==> src/rtl/tf_pkg.sv <==
// Shared types for the threshold FIFO.
// Assumes the configuration word is 32 bits with the lower level in the upper half.
package tf_pkg;
    // Level configuration word, upper half first
    typedef struct packed {
        logic [15:0] lo_lvl;
        logic [15:0] hi_lvl;
    } tf_lvl_t;
endpackage

==> src/rtl/tf_store.sv <==
// Register-based storage array for the threshold FIFO.
// One register per entry is written when the accepted push addresses it.
// The read side is a plain multiplexer on the read pointer.
// Assumes push acceptance has already been qualified upstream.
module tf_store #(
    parameter int SIZE_W = 4,
    parameter int DATA_W = 8,
    localparam int DEPTH = 1 << SIZE_W
) (
    input  logic              clk,
    input  logic              push_ok,
    input  logic [SIZE_W-1:0] wr_ptr,
    input  logic [DATA_W-1:0] wr_data,
    input  logic [SIZE_W-1:0] rd_ptr,
    output logic [DATA_W-1:0] rd_data
);
    logic [DATA_W-1:0] slot_v [DEPTH];

    for (genvar i = 0; i < DEPTH; i++) begin : g_slot
        logic [DATA_W-1:0] q;
        // capture the pushed word into this slot when addressed
        always_ff @(posedge clk) begin
            if (push_ok && wr_ptr == SIZE_W'(i)) q <= wr_data;
        end
        assign slot_v[i] = q;
    end

    // present the head entry
    assign rd_data = slot_v[rd_ptr];
endmodule

==> src/rtl/tf_ptrs.sv <==
// Pointer and occupancy tracking for the threshold FIFO.
// Qualifies pushes against a full buffer and pops against an empty one.
// Soft clear has priority over both.
// Provides the next occupancy so the flag stage can register it.
module tf_ptrs #(
    parameter int SIZE_W = 4,
    localparam int DEPTH = 1 << SIZE_W,
    localparam int CNT_W = SIZE_W + 1
) (
    input  logic              clk,
    input  logic              rst_n,
    input  logic              clr,
    input  logic              wr_en,
    input  logic              rd_en,
    output logic              push_ok,
    output logic [SIZE_W-1:0] wr_ptr,
    output logic [SIZE_W-1:0] rd_ptr,
    output logic [CNT_W-1:0]  cnt_next
);
    logic [CNT_W-1:0] cnt_q;
    logic             pop_ok;

    // qualify requests and form the next occupancy
    always_comb begin
        push_ok  = wr_en && !clr && (cnt_q != CNT_W'(DEPTH));
        pop_ok   = rd_en && !clr && (cnt_q != '0);
        cnt_next = clr ? '0 : cnt_q + CNT_W'(push_ok) - CNT_W'(pop_ok);
    end

    // advance pointers and occupancy
    always_ff @(posedge clk) begin
        if (!rst_n || clr) begin
            wr_ptr <= '0;
            rd_ptr <= '0;
            cnt_q  <= '0;
        end else begin
            if (push_ok) wr_ptr <= wr_ptr + 1'b1;
            if (pop_ok)  rd_ptr <= rd_ptr + 1'b1;
            cnt_q <= cnt_next;
        end
    end


    cnt_range_chk: assert property (@(posedge clk) disable iff (!rst_n)
        cnt_q <= CNT_W'(DEPTH));

    no_overwrite_chk: assert property (@(posedge clk) disable iff (!rst_n)
        (cnt_q == CNT_W'(DEPTH) && wr_en && !rd_en && !clr) |=> ($stable(wr_ptr) && cnt_q == CNT_W'(DEPTH)));

    no_underrun_chk: assert property (@(posedge clk) disable iff (!rst_n)
        (cnt_q == '0 && rd_en && !clr) |=> $stable(rd_ptr));

    clear_ptrs_chk: assert property (@(posedge clk) disable iff (!rst_n)
        clr |=> (cnt_q == '0 && wr_ptr == rd_ptr));
endmodule

==> src/rtl/tf_flags.sv <==
// Level registers and registered status flags for the threshold FIFO.
// Evaluates the four flags from the next occupancy and the next level word.
// Each flag therefore moves on the same edge as the change that causes it.
// Assumes the occupancy never exceeds DEPTH.
module tf_flags
    import tf_pkg::*;
#(
    parameter int SIZE_W = 4,
    localparam int DEPTH = 1 << SIZE_W,
    localparam int CNT_W = SIZE_W + 1
) (
    input  logic             clk,
    input  logic             rst_n,
    input  logic [CNT_W-1:0] cnt_next,
    input  logic             cfg_we,
    input  logic [31:0]      cfg_word,
    output logic             full,
    output logic             empty,
    output logic             prog_full,
    output logic             prog_empty
);
    tf_lvl_t     lvl_q, lvl_d;
    logic [15:0] occ16;

    // select the level word in force after this edge
    always_comb begin
        lvl_d = cfg_we ? tf_lvl_t'(cfg_word) : lvl_q;
        occ16 = 16'(cnt_next);
    end

    // hold levels and register flags
    always_ff @(posedge clk) begin
        if (!rst_n) begin
            lvl_q      <= '{lo_lvl: 16'd0, hi_lvl: 16'(DEPTH)};
            full       <= 1'b0;
            empty      <= 1'b1;
            prog_full  <= 1'b0;
            prog_empty <= 1'b1;
        end else begin
            lvl_q      <= lvl_d;
            full       <= (cnt_next == CNT_W'(DEPTH));
            empty      <= (cnt_next == '0);
            prog_full  <= (occ16 >= lvl_d.hi_lvl);
            prog_empty <= (occ16 <= lvl_d.lo_lvl);
        end
    end


    full_empty_excl_chk: assert property (@(posedge clk) disable iff (!rst_n)
        !(full && empty));

    pfull_when_full_chk: assert property (@(posedge clk) disable iff (!rst_n)
        (full && lvl_q.hi_lvl <= 16'(DEPTH)) |-> prog_full);

    pempty_when_empty_chk: assert property (@(posedge clk) disable iff (!rst_n)
        empty |-> prog_empty);
endmodule

==> src/rtl/thresh_fifo.sv <==
// Top of the threshold FIFO: synchronous buffer of 2^SIZE_W words.
// Drives full, empty and two programmable level flags.
// Assumes SIZE_W in 4..7, one clock domain and a synchronous active-low reset.
module thresh_fifo #(
    parameter int SIZE_W = 4,
    parameter int DATA_W = 8
) (
    input  logic              clk,
    input  logic              rst_n,
    input  logic              clr,
    input  logic              wr_en,
    input  logic [DATA_W-1:0] wr_data,
    input  logic              rd_en,
    output logic [DATA_W-1:0] rd_data,
    input  logic              cfg_we,
    input  logic [31:0]       cfg_word,
    output logic              full,
    output logic              empty,
    output logic              prog_full,
    output logic              prog_empty
);
    localparam int CNT_W = SIZE_W + 1;

    logic              push_ok;
    logic [SIZE_W-1:0] wr_ptr, rd_ptr;
    logic [CNT_W-1:0]  cnt_next;

    tf_ptrs #(.SIZE_W(SIZE_W)) ptrs_i (
        .clk(clk), .rst_n(rst_n), .clr(clr), .wr_en(wr_en), .rd_en(rd_en),
        .push_ok(push_ok), .wr_ptr(wr_ptr), .rd_ptr(rd_ptr), .cnt_next(cnt_next)
    );

    tf_store #(.SIZE_W(SIZE_W), .DATA_W(DATA_W)) store_i (
        .clk(clk), .push_ok(push_ok), .wr_ptr(wr_ptr), .wr_data(wr_data),
        .rd_ptr(rd_ptr), .rd_data(rd_data)
    );

    tf_flags #(.SIZE_W(SIZE_W)) flags_i (
        .clk(clk), .rst_n(rst_n), .cnt_next(cnt_next), .cfg_we(cfg_we),
        .cfg_word(cfg_word), .full(full), .empty(empty),
        .prog_full(prog_full), .prog_empty(prog_empty)
    );


    both_at_full_chk: assert property (@(posedge clk) disable iff (!rst_n)
        (full && wr_en && rd_en && !clr) |=> !full);

    clear_flags_chk: assert property (@(posedge clk) disable iff (!rst_n)
        clr |=> (empty && !full));
endmodule

==> config.mk <==
export PLATFORM = sky130hd
export DESIGN_NAME = thresh_fifo
export DESIGN_NICKNAME = d
export VERILOG_FILES = /design/src/rtl/tf_pkg.sv /design/src/rtl/tf_store.sv /design/src/rtl/tf_ptrs.sv /design/src/rtl/tf_flags.sv /design/src/rtl/thresh_fifo.sv
export SDC_FILE = /design/constraint.sdc
export NUM_CORES = 1
export LEC_CHECK = 0
export BUFFER_PORTS_ARGS = -buffer_cell sky130_fd_sc_hd__buf_2
export CORE_ASPECT_RATIO = 1.25
export CORE_MARGIN = 4
export CORE_UTILIZATION = 40
export DETAILED_ROUTE_END_ITERATION = 6
export PLACE_DENSITY = 0.66
export SLEW_MARGIN = 30
export SYNTH_ARGS = -nofsm -noshare
export SYNTH_HDL_FRONTEND = slang
export SYNTH_SLANG_ARGS = --single-unit
==> constraint.sdc <==
create_clock -name clk -period 3.6 [get_ports clk]
set_input_delay 0.18 -clock clk [delete_from_list [all_inputs] [get_ports clk]]
set_output_delay 0.18 -clock clk [all_outputs]
set_load 0.02 [all_outputs]
==> results.cfg <==
[run_status]
status = completed

[place]
post-dp-hpwl_mm = 10.3
place_congestion = 0.817
port_buffers = 57
placed_area_mm2 = 0.00806

[pwr]
powerDensity_mw_per_mm2 = 507
p_leak_nw = 3.21
irDropWorstVdd_mv = 0.303

[floorplanning]
initial_utilization_pct = 41.1
coreArea_mm2 = 0.0182
die_h_um = 161
io_pins = 58
row_count = 55
die-area_mm2 = 0.0210
fp.dieW_um = 130

[logic_synthesis]
synth_top_cell_by_area = edfxtp_1
syn_area_mm2 = 0.00750
synth_edf_count = 128
yosysSeqAreaShare_pct = 64.3
synthTopCellsByArea = edfxtp_1 (51%), dfxtp_1 (13%), mux4_1 (5.6%), mux4_2 (4.8%), mux2i_1 (4.1%)
syn_nets = 547
synth_top_area_share_pct = 51.3
synth-seq-cells = 177
yosys_warnings = 0
synthFlopType = edfxtp_1
syn_inst = 479
avgSynthCellArea_um2 = 15.7
synth.distinct_cells = 51
synthArstFlopShare_pct = 0

[finish]
final_area_mm2 = 0.00884
layout-drive-gt1-share_pct = 28.5
fin_nets = 633
syn_to_final_growth_pct = 17.9

[routing]
antenna_left = 0
drt-vias-per-instance = 5.29
avgRoutedWirePerCell_um = 19.2
drtIter0Drc = 278
drc = 0
first_pass_iters = 4
routed_wl_mm = 15.5
vias = 4268

[worst_setup_path]
worstPathRequired_ps = 3920
path_cells = inv_2, ha_4, or4b_4, nand2_4, nor2_4, ha_4, inv_2, ha_4, buf_4, buf_4, buf_4, a21o_1, a21oi_1, xnor2_1, nor2_1, ha_1, nand3_1, nand4_1, a211o_1
cpPeakStageDelay_ps = 480
arrival_ps = 3860
cp_num_buf_inv = 5
critPathSlowestCell = or4b_4
critPathLaunchType = flop
cp-end-kind = flop
cp_top_family = simple AND/OR/NAND/NOR gates
worstSetupPathType = reg -> reg
crit_path_max_fanout = 2

[hold_path]
hold_class = in -> reg

[sta]
finalCriticalPeriod_ps = 3540
finalHoldViolCount = 0
setup_viol = 0
skew_ps = 8.41
tightest_slew_ps = 925
grt_setup_unrepaired = yes
drv_slew = 0
maxSlewHeadroom_pct = 38.1
fin_crit_sh_pct = 98.4
fmax_mhz = 282
fin_tns_setup_ps = 0

[cts]
numCtsBuffers = 17
tritoncts = done
max-clock-path-buffers = 2
clkTransAtPathRegs_ps = 70
numClockSinks = 177
htreeDepth = 4
clk_latency_ps = 430
cts_root_buffer = clkbuf_16

[grt]
grt_overflow = 0
track_usage_pct = 15.3
grt_pass1_vias = 4587
grt_antenna_before_repair = 1
grt_pass1_wl_mm = 24.4
grt_max_degree = 41

[flow_run]
cap_violations = 0
kinds of logic after synthesis:
family,Yosys count,synth area share (%)
adders and majority gates,22,3.77
and+or+nand+nor,130,9.38
DFF,177,64.3
xor gates and xnor gates,10,1.17
muxes,65,14.8
AOI/OAI and AO/OA,40,3.74
buffers and inverters,35,2.77
sequential cells by signal, indices dropped and copies added (netlist names):
name,cells
ptrs_i.cnt_q,5
flags_i.prog_empty,1
ptrs_i.rd_ptr,4
flags_i.empty,1
ptrs_i.wr_ptr,4
store_i.g_slot.q,128
flags_i.lvl_q,32
flags_i.prog_full,1
flags_i.full,1
tightest hold or removal path, stage by stage:
cell and delay [ps]:
buf_2 90, mux2i_1 60, nor2b_1 90
worst paths after layout:
kind	from	end	slack [ps]	cells after the start
worst max register to register	ptrs_i.cnt_q[2]	flags_i.prog_empty	60	19
worst max-delay path	ptrs_i.cnt_q[2]	flags_i.prog_empty	60	19
worst min-delay path	cfg_word[23]	flags_i.lvl_q[23]	30	3
worst min register to register	flags_i.lvl_q[4]	flags_i.lvl_q[4]	500	2
stage by stage:
step	hold WS, ps	std cells	setup WS, ps	util (%)	power, mW
final	32.0	807	57.3	48.5	4.48
after global routing	29.7	806	-93.7	48.5	4.66
after CTS	13.7	803	16.5	47.9	4.47
after detailed placement	464	760	-95.8	44.2	2.73
after global placement	452	760	-5.78	44.2	2.72
after floorplan	279	479	8.33	-	2.58
synth_stat cells, drive strengths merged (3+ instances only):
master / n
nor3: 8
or4: 3
nor4: 5
ha: 21
o21ai: 4
clkdlybuf4s25: 3
nand2: 20
xnor2: 4
edfxtp: 128
a21oi: 7
and2: 4
clkbuf: 8
nor2: 30
dfxtp: 49
nor2b: 32
mux4: 32
xor2: 6
buf: 13
a22oi: 16
mux2i: 31
inv: 11
nand3: 7
nand2b: 8
cell usage in the layout, fill, tap and decap left out, drive strengths merged, types with 2 or more instances in the layout:
master,n
inv,19
clkbuf,18
ha,21
nor4,5
nand2,20
clkinv,4
a2111oi,2
mux2,2
xnor2,4
dfxtp,49
nor2b,32
a21o,2
a31oi,2
a22oi,16
buf,91
or4,3
mux4,32
nor2,30
a21oi,7
nand3,7
mux2i,31
xor2,6
or4b,2
o21ai,4
nand2b,8
nor3,8
and2,4
clkinvlp,2
edfxtp,128
nand4,2
where the power goes:
part	leakage [nW]	switching, mW	internal [mW]
clock	0.265	0.810	0.905
sequential	1.56	0.0308	2.22
combinational	1.38	0.252	0.258
total	3.21	1.09	3.39
layout make-up:
cell class                      instances  area, um2
Multi-Input combinational cell        267       2580
Inverter                               11       41.3
Clock buffer                           18        429
Sequential cell                       177       4830
Clock inverter                         14        120
Antenna cell                            1       2.50
Fill cell                            1525       9400
Timing Repair Buffer                   91        551
Tap cell                              228        285
per-layer routing:
metal  up-vias  part of all wire (%)  global-route usage, %
met5         -                     0                      0
met4         0                   1.3                   4.68
met3        16                   4.5                   4.07
met2        92                    54                   27.0
met1      2144                    40                   18.1
li1       2016                     -                      -
repair_timing:
action	in CTS	in global routing
gates resized for setup	13	15
setup endpoints to repair	1	3
pin swaps	8	9
setup buffers	11	4
hold buffers	0	0
Power figures use the tool's default switching activity.
